==> src/rtl/extmem_pkg.sv <==
package extmem_pkg;
  typedef enum logic [2:0] {
    ST_IDLE,
    ST_SETUP,
    ST_RDACC,
    ST_WREN,
    ST_WIDLE,
    ST_RESP
  } xm_state_t;

  localparam logic [1:0] RESP_OKAY  = 2'b00;
  localparam logic [1:0] RESP_ERROR = 2'b01;
endpackage

==> src/rtl/extmem_phase_timer.sv <==
module extmem_phase_timer #(
  parameter int PH_W = 4
) (
  input  logic            clk,
  input  logic            rst_n,
  input  logic            load,
  input  logic [PH_W-1:0] load_val,
  output logic            last
);
  logic [PH_W-1:0] cnt_q;

  always_ff @(posedge clk or negedge rst_n) begin
    if (!rst_n)              cnt_q <= '0;
    else if (load)           cnt_q <= load_val;
    else if (cnt_q != '0)    cnt_q <= cnt_q - 1'b1;
  end

  assign last = (cnt_q == '0);
endmodule

==> src/rtl/extmem_lane_map.sv <==
module extmem_lane_map #(
  parameter int DEV_AW = 16
) (
  input  logic              wide,
  input  logic [1:0]        size,
  input  logic [DEV_AW-1:0] base,
  input  logic [1:0]        idx,
  input  logic [31:0]       wdata,
  output logic [DEV_AW-1:0] dev_addr,
  output logic [1:0]        be_n,
  output logic [15:0]       dq,
  output logic [1:0]        lane,
  output logic [2:0]        num_cyc
);
  logic [1:0]        size_eff;
  logic [2:0]        offs;
  logic [DEV_AW-1:0] raw;

  always_comb begin
    size_eff = (size == 2'd3) ? 2'd2 : size;
    offs     = wide ? {idx, 1'b0} : {1'b0, idx};
    raw      = base + DEV_AW'(offs);
    lane     = raw[1:0];
    dev_addr = wide ? {raw[DEV_AW-1:1], 1'b0} : raw;

    if (!wide)                 be_n = 2'b10;
    else if (size_eff == 2'd0) be_n = raw[0] ? 2'b01 : 2'b10;
    else                       be_n = 2'b00;

    if (wide) dq = raw[1] ? wdata[31:16] : wdata[15:0];
    else begin
      case (raw[1:0])
        2'd0:    dq = {8'h00, wdata[7:0]};
        2'd1:    dq = {8'h00, wdata[15:8]};
        2'd2:    dq = {8'h00, wdata[23:16]};
        default: dq = {8'h00, wdata[31:24]};
      endcase
    end

    case (size_eff)
      2'd0:    num_cyc = 3'd1;
      2'd1:    num_cyc = wide ? 3'd1 : 3'd2;
      default: num_cyc = wide ? 3'd2 : 3'd4;
    endcase
  end
endmodule

==> src/rtl/extmem_rd_gather.sv <==
module extmem_rd_gather (
  input  logic        clk,
  input  logic        rst_n,
  input  logic        clr,
  input  logic        cap,
  input  logic        wide,
  input  logic [1:0]  be_n,
  input  logic [1:0]  lane,
  input  logic [15:0] dq_in,
  output logic [31:0] rdata
);
  logic [31:0] word_q;

  for (genvar k = 0; k < 4; k++) begin : g_lane
    logic take;
    logic [7:0] src;
    always_comb begin
      if (wide) begin
        take = (lane[1] == k[1]) && !be_n[k % 2];
        src  = (k % 2 == 1) ? dq_in[15:8] : dq_in[7:0];
      end else begin
        take = (lane == k[1:0]);
        src  = dq_in[7:0];
      end
    end
    always_ff @(posedge clk or negedge rst_n) begin
      if (!rst_n)           word_q[8*k +: 8] <= 8'h00;
      else if (clr)         word_q[8*k +: 8] <= 8'h00;
      else if (cap && take) word_q[8*k +: 8] <= src;
    end
  end

  assign rdata = word_q;
endmodule

==> src/rtl/extmem_split_ctrl.sv <==
module extmem_split_ctrl
  import extmem_pkg::*;
#(
  parameter int          DEV_AW    = 16,
  parameter logic [31:0] MAP_BYTES = 32'h0000_C000
) (
  input  logic              clk,
  input  logic              rst_n,
  input  logic              cfg_wide,
  input  logic [3:0]        cfg_setup,
  input  logic [3:0]        cfg_access,
  input  logic [3:0]        cfg_idle,
  input  logic              req_valid,
  output logic              req_ready,
  input  logic              req_write,
  input  logic [1:0]        req_size,
  input  logic [31:0]       req_addr,
  input  logic [31:0]       req_wdata,
  output logic              rsp_valid,
  input  logic              rsp_ready,
  output logic [1:0]        rsp_resp,
  output logic [31:0]       rsp_rdata,
  output logic              mem_cs_n,
  output logic              mem_oe_n,
  output logic              mem_we_n,
  output logic [1:0]        mem_be_n,
  output logic [DEV_AW-1:0] mem_addr,
  output logic [15:0]       mem_dq_out,
  output logic              mem_dq_oe,
  input  logic [15:0]       mem_dq_in
);
  localparam int PH_W = 4;

  xm_state_t         st_q, st_d;
  logic [1:0]        idx_q, idx_d;
  logic              wr_q;
  logic [1:0]        size_q;
  logic [DEV_AW-1:0] base_q;
  logic [31:0]       wdata_q;
  logic [1:0]        resp_q;

  logic              accept, hit;
  logic [DEV_AW-1:0] req_base;
  logic              tm_load, tm_last;
  logic [PH_W-1:0]   tm_val;
  logic              cap, clr;
  logic              last_cyc;

  logic [DEV_AW-1:0] cyc_addr;
  logic [1:0]        cyc_be_n, cyc_lane;
  logic [15:0]       cyc_dq;
  logic [2:0]        num_cyc;
  logic [31:0]       gathered;

  assign req_ready = (st_q == ST_IDLE);
  assign accept    = req_valid && req_ready;
  assign hit       = (req_addr < MAP_BYTES);

  always_comb begin
    req_base = req_addr[DEV_AW-1:0];
    if (req_size != 2'd0) req_base[0] = 1'b0;
    if (req_size[1])      req_base[1] = 1'b0;
  end

  extmem_phase_timer #(.PH_W(PH_W)) u_timer (
    .clk(clk), .rst_n(rst_n), .load(tm_load), .load_val(tm_val), .last(tm_last)
  );

  extmem_lane_map #(.DEV_AW(DEV_AW)) u_map (
    .wide(cfg_wide), .size(size_q), .base(base_q), .idx(idx_q), .wdata(wdata_q),
    .dev_addr(cyc_addr), .be_n(cyc_be_n), .dq(cyc_dq), .lane(cyc_lane), .num_cyc(num_cyc)
  );

  extmem_rd_gather u_gather (
    .clk(clk), .rst_n(rst_n), .clr(clr), .cap(cap), .wide(cfg_wide),
    .be_n(cyc_be_n), .lane(cyc_lane), .dq_in(mem_dq_in), .rdata(gathered)
  );

  assign last_cyc = ({1'b0, idx_q} == (num_cyc - 3'd1));

  always_comb begin
    st_d    = st_q;
    idx_d   = idx_q;
    tm_load = 1'b0;
    tm_val  = cfg_setup;
    cap     = 1'b0;
    clr     = 1'b0;
    case (st_q)
      ST_IDLE: if (accept) begin
        clr   = 1'b1;
        idx_d = 2'd0;
        if (hit) begin
          st_d = ST_SETUP; tm_load = 1'b1; tm_val = cfg_setup;
        end else begin
          st_d = ST_RESP;
        end
      end
      ST_SETUP: if (tm_last) begin
        st_d    = wr_q ? ST_WREN : ST_RDACC;
        tm_load = 1'b1;
        tm_val  = cfg_access;
      end
      ST_RDACC: if (tm_last) begin
        cap = 1'b1;
        if (last_cyc) st_d = ST_RESP;
        else begin
          idx_d = idx_q + 2'd1; tm_load = 1'b1; tm_val = cfg_access;
        end
      end
      ST_WREN: if (tm_last) begin
        st_d = ST_WIDLE; tm_load = 1'b1; tm_val = cfg_idle;
      end
      ST_WIDLE: if (tm_last) begin
        if (last_cyc) st_d = ST_RESP;
        else begin
          st_d = ST_SETUP; idx_d = idx_q + 2'd1; tm_load = 1'b1; tm_val = cfg_setup;
        end
      end
      ST_RESP: if (rsp_ready) st_d = ST_IDLE;
      default: st_d = ST_IDLE;
    endcase
  end

  always_ff @(posedge clk or negedge rst_n) begin
    if (!rst_n) begin
      st_q    <= ST_IDLE;
      idx_q   <= '0;
      wr_q    <= 1'b0;
      size_q  <= '0;
      base_q  <= '0;
      wdata_q <= '0;
      resp_q  <= RESP_OKAY;
    end else begin
      st_q  <= st_d;
      idx_q <= idx_d;
      if (accept) begin
        wr_q    <= req_write;
        size_q  <= req_size;
        base_q  <= req_base;
        wdata_q <= req_wdata;
        resp_q  <= hit ? RESP_OKAY : RESP_ERROR;
      end
    end
  end

  logic dev_busy;
  assign dev_busy   = (st_q == ST_SETUP) || (st_q == ST_RDACC) ||
                      (st_q == ST_WREN)  || (st_q == ST_WIDLE);
  assign mem_cs_n   = !dev_busy;
  assign mem_oe_n   = (st_q != ST_RDACC);
  assign mem_we_n   = (st_q != ST_WREN);
  assign mem_dq_oe  = (st_q == ST_WREN) || (st_q == ST_WIDLE);
  assign mem_addr   = dev_busy ? cyc_addr : '0;
  assign mem_be_n   = dev_busy ? cyc_be_n : 2'b11;
  assign mem_dq_out = mem_dq_oe ? cyc_dq : 16'h0000;

  assign rsp_valid  = (st_q == ST_RESP);
  assign rsp_resp   = resp_q;
  assign rsp_rdata  = gathered;

  // Strobes are mutually exclusive
  assert_strobe_excl_R6: assert property (@(posedge clk) disable iff (!rst_n)
    !(!mem_we_n && !mem_oe_n));
  // Strobes only inside chip select
  assert_strobe_in_cs_R8: assert property (@(posedge clk) disable iff (!rst_n)
    (!mem_we_n || !mem_oe_n) |-> !mem_cs_n);
  // Address holds across the write strobe
  assert_addr_hold_R5: assert property (@(posedge clk) disable iff (!rst_n)
    (!mem_we_n && $past(!mem_we_n)) |-> $stable(mem_addr));
  // Narrow device uses the low lane only
  assert_narrow_lane_R4: assert property (@(posedge clk) disable iff (!rst_n)
    (!mem_cs_n && !cfg_wide) |-> (mem_be_n == 2'b10));
  // Some lane is always enabled during a device cycle
  assert_lane_nonempty_R4: assert property (@(posedge clk) disable iff (!rst_n)
    !mem_cs_n |-> (mem_be_n != 2'b11));
  // Stalled response holds its fields
  assert_rsp_hold_R10: assert property (@(posedge clk) disable iff (!rst_n)
    (rsp_valid && !rsp_ready) |=> (rsp_valid && $stable(rsp_rdata) && $stable(rsp_resp)));
  // No request taken while a response waits
  assert_no_accept_pending_R1: assert property (@(posedge clk) disable iff (!rst_n)
    rsp_valid |-> !req_ready);
  // Error responses never come with device activity
  assert_err_quiet_R9: assert property (@(posedge clk) disable iff (!rst_n)
    (rsp_valid && rsp_resp == RESP_ERROR) |-> (mem_cs_n && !mem_dq_oe));
endmodule

==> config.mk <==
export PLATFORM = sky130hd
export DESIGN_NAME = extmem_split_ctrl
export DESIGN_NICKNAME = d
export VERILOG_FILES = /design/src/rtl/extmem_pkg.sv /design/src/rtl/extmem_phase_timer.sv /design/src/rtl/extmem_lane_map.sv /design/src/rtl/extmem_rd_gather.sv /design/src/rtl/extmem_split_ctrl.sv
export SDC_FILE = /design/constraint.sdc
export NUM_CORES = 1
export LEC_CHECK = 0
export BUFFER_PORTS_ARGS = -buffer_cell sky130_fd_sc_hd__buf_2
export CAP_MARGIN = 10
export CORE_ASPECT_RATIO = 0.7
export CORE_MARGIN = 3
export CORE_UTILIZATION = 52
export DETAILED_ROUTE_END_ITERATION = 10
export PLACE_DENSITY = 0.86
export SKIP_LAST_GASP = 1
export SYNTH_ARGS = -nofsm -noshare
export SYNTH_HDL_FRONTEND = slang
export SYNTH_HIERARCHICAL = 1
export SYNTH_SLANG_ARGS = --single-unit
==> constraint.sdc <==
create_clock -name clk -period 3.9 [get_ports clk]
set_clock_uncertainty 0.2 [all_clocks]
set_input_delay 0.39 -clock clk [delete_from_list [all_inputs] [get_ports clk]]
set_output_delay 0.39 -clock clk [all_outputs]
set_load 0.005 [all_outputs]
==> key figures, run 1 <==
Setup path
  – CP endpoint: mem_dq_out[5]
  – CP Launch Point: idx_q[0]
  – Worst Setup End Kind: primary output
  – Worst-path fanout max: 16
  – Reg2reg start: idx_q[0]
  – Crit Reg-Reg Endpoint: u_gather/rdata[4]
  – Crit path kind: flip-flop to primary output
  – WP data arrival: 2.88 ns
  – Flop-to-flop setup slack: 0.93 ns
  – Startpoint class of the critical path: flip-flop
  – Crit path required time: 3.31 ns
  – FF-to-FF path depth: 9

Logic synthesis
  – Synthesis warning total: 6
  – Area contributors post-synth: dfrtp_1, nand2_1, mux2i_1, mux4_2, nor2b_1
  – Most common library cells after synthesis: nand2_1, dfrtp_1, mux2i_1
  – Mapped Cells: 567
  – Top FF cell, synth: dfrtp_1
  – Seq/Total Area, Yosys: 43.1%
  – Most numerous cell in the Yosys netlist: nand2_1
  – Synth async-reset ratio: 100%
  – Synth cell types: 71
  – Synth Net Count: 673
  – Syn Area/Cell: 9.53 µm²
  – Post-synth top area cell: dfrtp_1
  – Post-synth EDFFs: 0
  – Synthesis-stage register bit count: 93
  – Share of the synthesized area in the top cell type: 43.1%
  – Mapped Area: 5400 µm²

Power and ir drop
  – Power Density: 724 nW/µm²
  – Clk network pwr share: 18.2%
  – Sequential share of power: 34.6%
  – Internal power: 0.00285 W
  – Combinational power share: 47.2%
  – Net switching power: 0.00192 W
  – Sw frac: 40.2%
  – Lkg Pwr: 3.63 nW
  – Tot Pwr: 0.00477 W
  – Worst vdd ir: 0.398 mV

Outcome
  – Status: completed

Global routing
  – Total GRT Usage: 24.6%
  – Total global routing overflow: 0
  – Largest net degree at the start of global routing: 83
  – Initial antenna violation count: 0
  – Number of global-route vias before repair: 4596
  – First-pass GRT wire length: 23000 µm

STA
  – Worst-Margin Slew: 1.04 ns
  – Slew Limit Fails: 0
  – Ratio of final minimum period to clock period: 88.9%
  – Worst slew margin: 30.7%
  – RSZ-0062 raised after global routing: false
  – Final hold vios: 0
  – Setup TNS: 0 ns
  – FMAX: 288 MHz
  – Endpoints failing setup: 0
  – Tmin final: 3.47 ns

Clock tree
  – Post-CTS Hold Fix Bufs: 0
  – CTS H-tree depth: 3
  – Setup bufs post-CTS: 0
  – Worst-case clock buffer depth: 2
  – Root buffer cell: clkbuf_16
  – CTS buffer count: 9
  – Clk slew on worst S/H paths: 0.07 ns
  – CTS tree: built
  – Clk sinks: 93
  – CTS resizes: 0
  – Clk_lat worst skew: 0.33 ns

Placed design
  – DPL Wire Length: 10300 µm
  – Buffers on Ports: 172
  – Placer Congestion: 0.965

Cells and area
  – Core Util, Final: 66.5%
  – Area of the multi-input gates: 2830 µm²
  – FILL cells: 789
  – Area grow syn2layout: 21.9%
  – Nets: 835
  – Layout cells sized above 1: 32.2%
  – FF/Latch Area: 2330 µm²
  – N_diodes: 0

Floorplanning
  – Std-Cell Rows: 30
  – DIE HEIGHT: 91.3 µm
  – Die X: 128 µm
  – IO Count: 174
  – Starting density of the core: 54.5%
  – DIE AREA: 11700 µm²
  – Total core area: 9910 µm²

Routing
  – DRC errors left: 0
  – ANT nets after route: 0
  – Wirelength per Cell: 16.5 µm
  – Drt first pass iters: 5
  – DR iter-0 viols: 361
  – Vias per cell: 5.44
  – Routed wire length: 14200 µm
  – Vias: 4680

Run
  – MaxCap Viol Count: 0

Min path
  – Type of the worst min-delay path: input port to asynchronous set/reset pin
cell usage in the layout (no fill, tap or decap), types with 3 or more instances in the layout:
cell / count
mux4_2: 8
nor2_1: 25
nor3_1: 5
mux2i_1: 42
nor3b_1: 4
a22o_1: 16
clkbuf_16: 9
dfrtp_1: 93
nor4_1: 3
buf_2: 171
nand2b_1: 19
nor2b_1: 23
xor2_1: 11
nand2_1: 168
inv_1: 15
buf_4: 8
a221o_1: 7
xnor2_1: 7
and2_1: 17
a21oi_1: 3
a211oi_1: 4
or2_2: 10
ha_1: 5
and3_1: 4
nand4_1: 3
worst min-delay path by stage:
stage | from | endpoint | slack [ns] | depth (start not counted)
floorplan | rst_n | base_q[0] | -0.11 | 0
global placement | wdata_q[20] | wdata_q[20] | 0.25 | 2
detailed placement | wdata_q[20] | wdata_q[20] | 0.26 | 2
CTS | req_wdata[29] | wdata_q[29] | 0.03 | 3
global route | req_wdata[11] | wdata_q[11] | 0.03 | 3
finish | rst_n | u_gather/rdata[9] | 0.04 | 1
layer usage:
layer  track usage [%]  vias up  wire, µm
met5                 0        -         0
met4              5.57        0       192
met3              6.11       19      1220
met2              39.8      195      6760
met1              33.5     2234      6030
li1                  -     2232         -
through the flow:
step	instance area [µm²]	instances	worst slack (ns)	hold slack, ns
floorplan	5400	567	1.03	-0.106
global placement	6290	846	0.792	0.252
detailed placement	6290	846	0.718	0.260
CTS	6590	861	0.408	0.0269
global route	6590	861	0.255	0.0319
finish	6590	861	0.431	0.0357
critical path, cell delays in order (launching register included):
cell,delay [ns]
dfrtp_1,0.46
nor2b_1,0.17
ha_1,0.17
inv_1,0.05
fa_1,0.52
buf_4,0.30
mux4_2,0.57
nor2b_1,0.15
buf_2,0.15
cells by family after synthesis:
kind of cell / after synthesis / synth area share [%]
AND/OR/NAND/NOR: 299 / 27.0
flip-flops: 93 / 43.1
AO/OA/AOI/OAI: 53 / 9.20
multiplexers: 51 / 11.3
buffers and inverters: 45 / 4.56
XOR/XNOR: 19 / 3.22
adder cells (fa/ha/maj): 6 / 1.53
other: 1 / 0.0694
power by group through the flow:
| stage | clock (W) | sequential, W | combinational, W |
|---|---|---|---|
| finish | 0.000867 | 0.00165 | 0.00225 |
| global route | 0.000919 | 0.00170 | 0.00251 |
| CTS | 0.000880 | 0.00165 | 0.00227 |
| detailed placement | 0 | 0.00166 | 0.00224 |
| global placement | 0 | 0.00163 | 0.00217 |
| floorplan | 0 | 0.00152 | 0.00176 |
sequential cells by signal, indices dropped and copies added, names as in the netlist, 2 cells and up:
register        cells
idx_q               2
u_timer/cnt_q       4
size_q              2
base_q             16
wdata_q            32
u_gather/rdata     32
st_q                3
cell type report:
class,instances,share of cell area [%]
clock buffer,10,3.48
clock inverter,5,0.950
inverter,17,0.969
multi-input combinational,429,42.9
sequential,93,35.3
tap,128,2.43
timing repair buffer,179,13.9
No activity file was read; power rests on OpenSTA's default activity.
==> inputs of run 2 (changes only) <==
Settings changed: ABC_AREA set to 1, CORE_UTILIZATION 52 to 53, PLACE_DENSITY 0.86 to 0.87.
==> key figures, run 2 <==
Floorplanning
  – Starting density of the core: 55.3%
  – IO Count: 174
  – DIE HEIGHT: 93.8 µm
  – Std-Cell Rows: 31
  – Total core area: 10600 µm²
  – Die X: 131 µm
  – DIE AREA: 12300 µm²

Routing
  – Routed wire length: 15000 µm
  – Wirelength per Cell: 13.1 µm
  – DR iter-0 viols: 443
  – DRC errors left: 0
  – ANT nets after route: 0
  – Drt first pass iters: 5
  – Vias per cell: 4.97
  – Vias: 5700

Setup path
  – Worst Setup End Kind: primary output
  – Reg2reg start: idx_q[0]
  – Crit Reg-Reg Endpoint: u_gather/rdata[7]
  – Flop-to-flop setup slack: 1.12 ns
  – FF-to-FF path depth: 10
  – Crit path required time: 3.31 ns
  – CP Launch Point: idx_q[0]
  – Worst-path fanout max: 10
  – Startpoint class of the critical path: flip-flop
  – CP endpoint: mem_dq_out[0]
  – Crit path kind: flip-flop to primary output
  – WP data arrival: 2.85 ns

Run
  – MaxCap Viol Count: 0

Logic synthesis
  – Post-synth top area cell: dfrtp_1
  – Top FF cell, synth: dfrtp_1
  – Synth cell types: 42
  – Share of the synthesized area in the top cell type: 39.9%
  – Most common library cells after synthesis: nand2_1, inv_1, dfrtp_1
  – Synth Net Count: 936
  – Syn Area/Cell: 7.03 µm²
  – Synth async-reset ratio: 100%
  – Synthesis-stage register bit count: 93
  – Synthesis warning total: 6
  – Mapped Cells: 830
  – Post-synth EDFFs: 0
  – Mapped Area: 5830 µm²
  – Seq/Total Area, Yosys: 39.9%
  – Area contributors post-synth: dfrtp_1, nand2_1, inv_1, nor2_1, nand3_1
  – Most numerous cell in the Yosys netlist: nand2_1

STA
  – Tmin final: 3.44 ns
  – Setup TNS: 0 ns
  – Final hold vios: 0
  – Endpoints failing setup: 0
  – Worst slew margin: 54.3%
  – RSZ-0062 raised after global routing: false
  – Worst-Margin Slew: 0.685 ns
  – FMAX: 291 MHz
  – Ratio of final minimum period to clock period: 88.2%
  – Slew Limit Fails: 0
  – Worst Setup Slack, final: 0.459 ns

Global routing
  – Largest net degree at the start of global routing: 54
  – First-pass GRT wire length: 25100 µm
  – Initial antenna violation count: 0
  – Number of global-route vias before repair: 5216
  – Total GRT Usage: 24.9%
  – Total global routing overflow: 0

Clock tree
  – CTS resizes: 0
  – CTS tree: built
  – Clk sinks: 93
  – Post-CTS Hold Fix Bufs: 1
  – Clk slew on worst S/H paths: 0.07 ns
  – CTS H-tree depth: 3
  – Root buffer cell: clkbuf_16
  – Worst-case clock buffer depth: 2
  – Setup bufs post-CTS: 0
  – CTS buffer count: 9
  – Clk_lat worst skew: 0.34 ns

Cells and area
  – Final Instance Area: 7060 µm²
  – Area grow syn2layout: 21.0%
  – Area of the multi-input gates: 2890 µm²
  – Commonest non-fill, non-tap cells in the layout: nand2_1, buf_2, inv_1, dfrtp_1, nor2_1
  – Commonest non-fill, non-tap cell in the layout: nand2_1
  – FILL cells: 940
  – FF/Latch Area: 2330 µm²
  – Layout cells sized above 1: 25.4%
  – Post-route insts no fill: 1146
  – N_diodes: 0
  – Nets: 1099

Placed design
  – Placer Congestion: 0.982
  – Buffers on Ports: 172
  – DPL Wire Length: 11400 µm
  – Dpl ws: 0.713 ns
  – Placed insts: 1129
  – Placement Cell Area: 6740 µm²

Power and ir drop
  – Power Density: 675 nW/µm²
  – Lkg Pwr: 4.21 nW
  – Worst vdd ir: 0.370 mV

Min path
  – Type of the worst min-delay path: input port to flip-flop

Outcome
  – Status: completed
==> run 2: cell type report <==
| cell class | count | share of cell area (%) |
|---|---|---|
| inverter | 112 | 6.17 |
| clock buffer | 9 | 3.19 |
| timing repair buffer | 179 | 13.0 |
| sequential | 93 | 33.0 |
| tap | 148 | 2.62 |
| clock inverter | 7 | 1.17 |
| multi-input combinational | 598 | 40.9 |
==> run 2: logic make-up after synthesis <==
group                    share of synthesized area (%)
AO/OA/AOI/OAI                                     5.83
XOR/XNOR                                          1.20
adder cells (fa/ha/maj)                           1.42
buffers and inverters                             10.6
flip-flops                                        39.9
multiplexers                                      1.54
other                                           0.0643
AND/OR/NAND/NOR                                   39.4
==> run 2: per-stage QoR <==
stage / util, % / power [W] / hold WS [ns]
floorplan: - / 0.00326 / -0.106
global placement: 63.9 / 0.00382 / 0.259
detailed placement: 63.9 / 0.00387 / 0.263
CTS: 66.9 / 0.00479 / 0.0348
global route: 66.9 / 0.00521 / 0.0421
finish: 66.9 / 0.00477 / 0.0445
==> run 2: worst max-delay path, cell delays in order (launching register included) <==
cell     delay (ns)
dfrtp_1        0.38
inv_1          0.06
nor2_1         0.09
ha_1           0.17
inv_1          0.06
fa_1           0.82
buf_4          0.26
mux2i_1        0.26
nand2_1        0.08
nand2_1        0.07
inv_1          0.04
inv_1          0.04
nor2_1         0.04
buf_2          0.14
==> run 2: report_power, final <==
group	leakage [nW]	switching, W	total (W)	internal [W]
clock	0.145	0.000384	0.000890	0.000507
combinational	2.86	0.00146	0.00229	0.000839
sequential	1.20	0.000291	0.00158	0.00129
total	4.21	0.00213	0.00477	0.00264
==> run 2: layer usage <==
layer	GRT usage (%)	vias up	wire length, µm
met3	5.89	9	1300
met2	38.8	258	6550
met4	5.16	0	89
met5	0	-	0
met1	35.8	2561	7090
li1	-	2872	-
==> run 2: worst min path at each step <==
stage            startpoint          end  slack, ns  depth (start not counted)
2_1_floorplan         rst_n    base_q[0]      -0.11                          0
3_3_place_gp    wdata_q[11]  wdata_q[11]       0.26                          2
3_5_place_dp    wdata_q[28]  wdata_q[28]       0.26                          2
4_1_cts        req_addr[12]   base_q[12]       0.03                          3
5_1_grt         req_size[0]    base_q[0]       0.04                          2
6_report       req_addr[12]   base_q[12]       0.04                          3
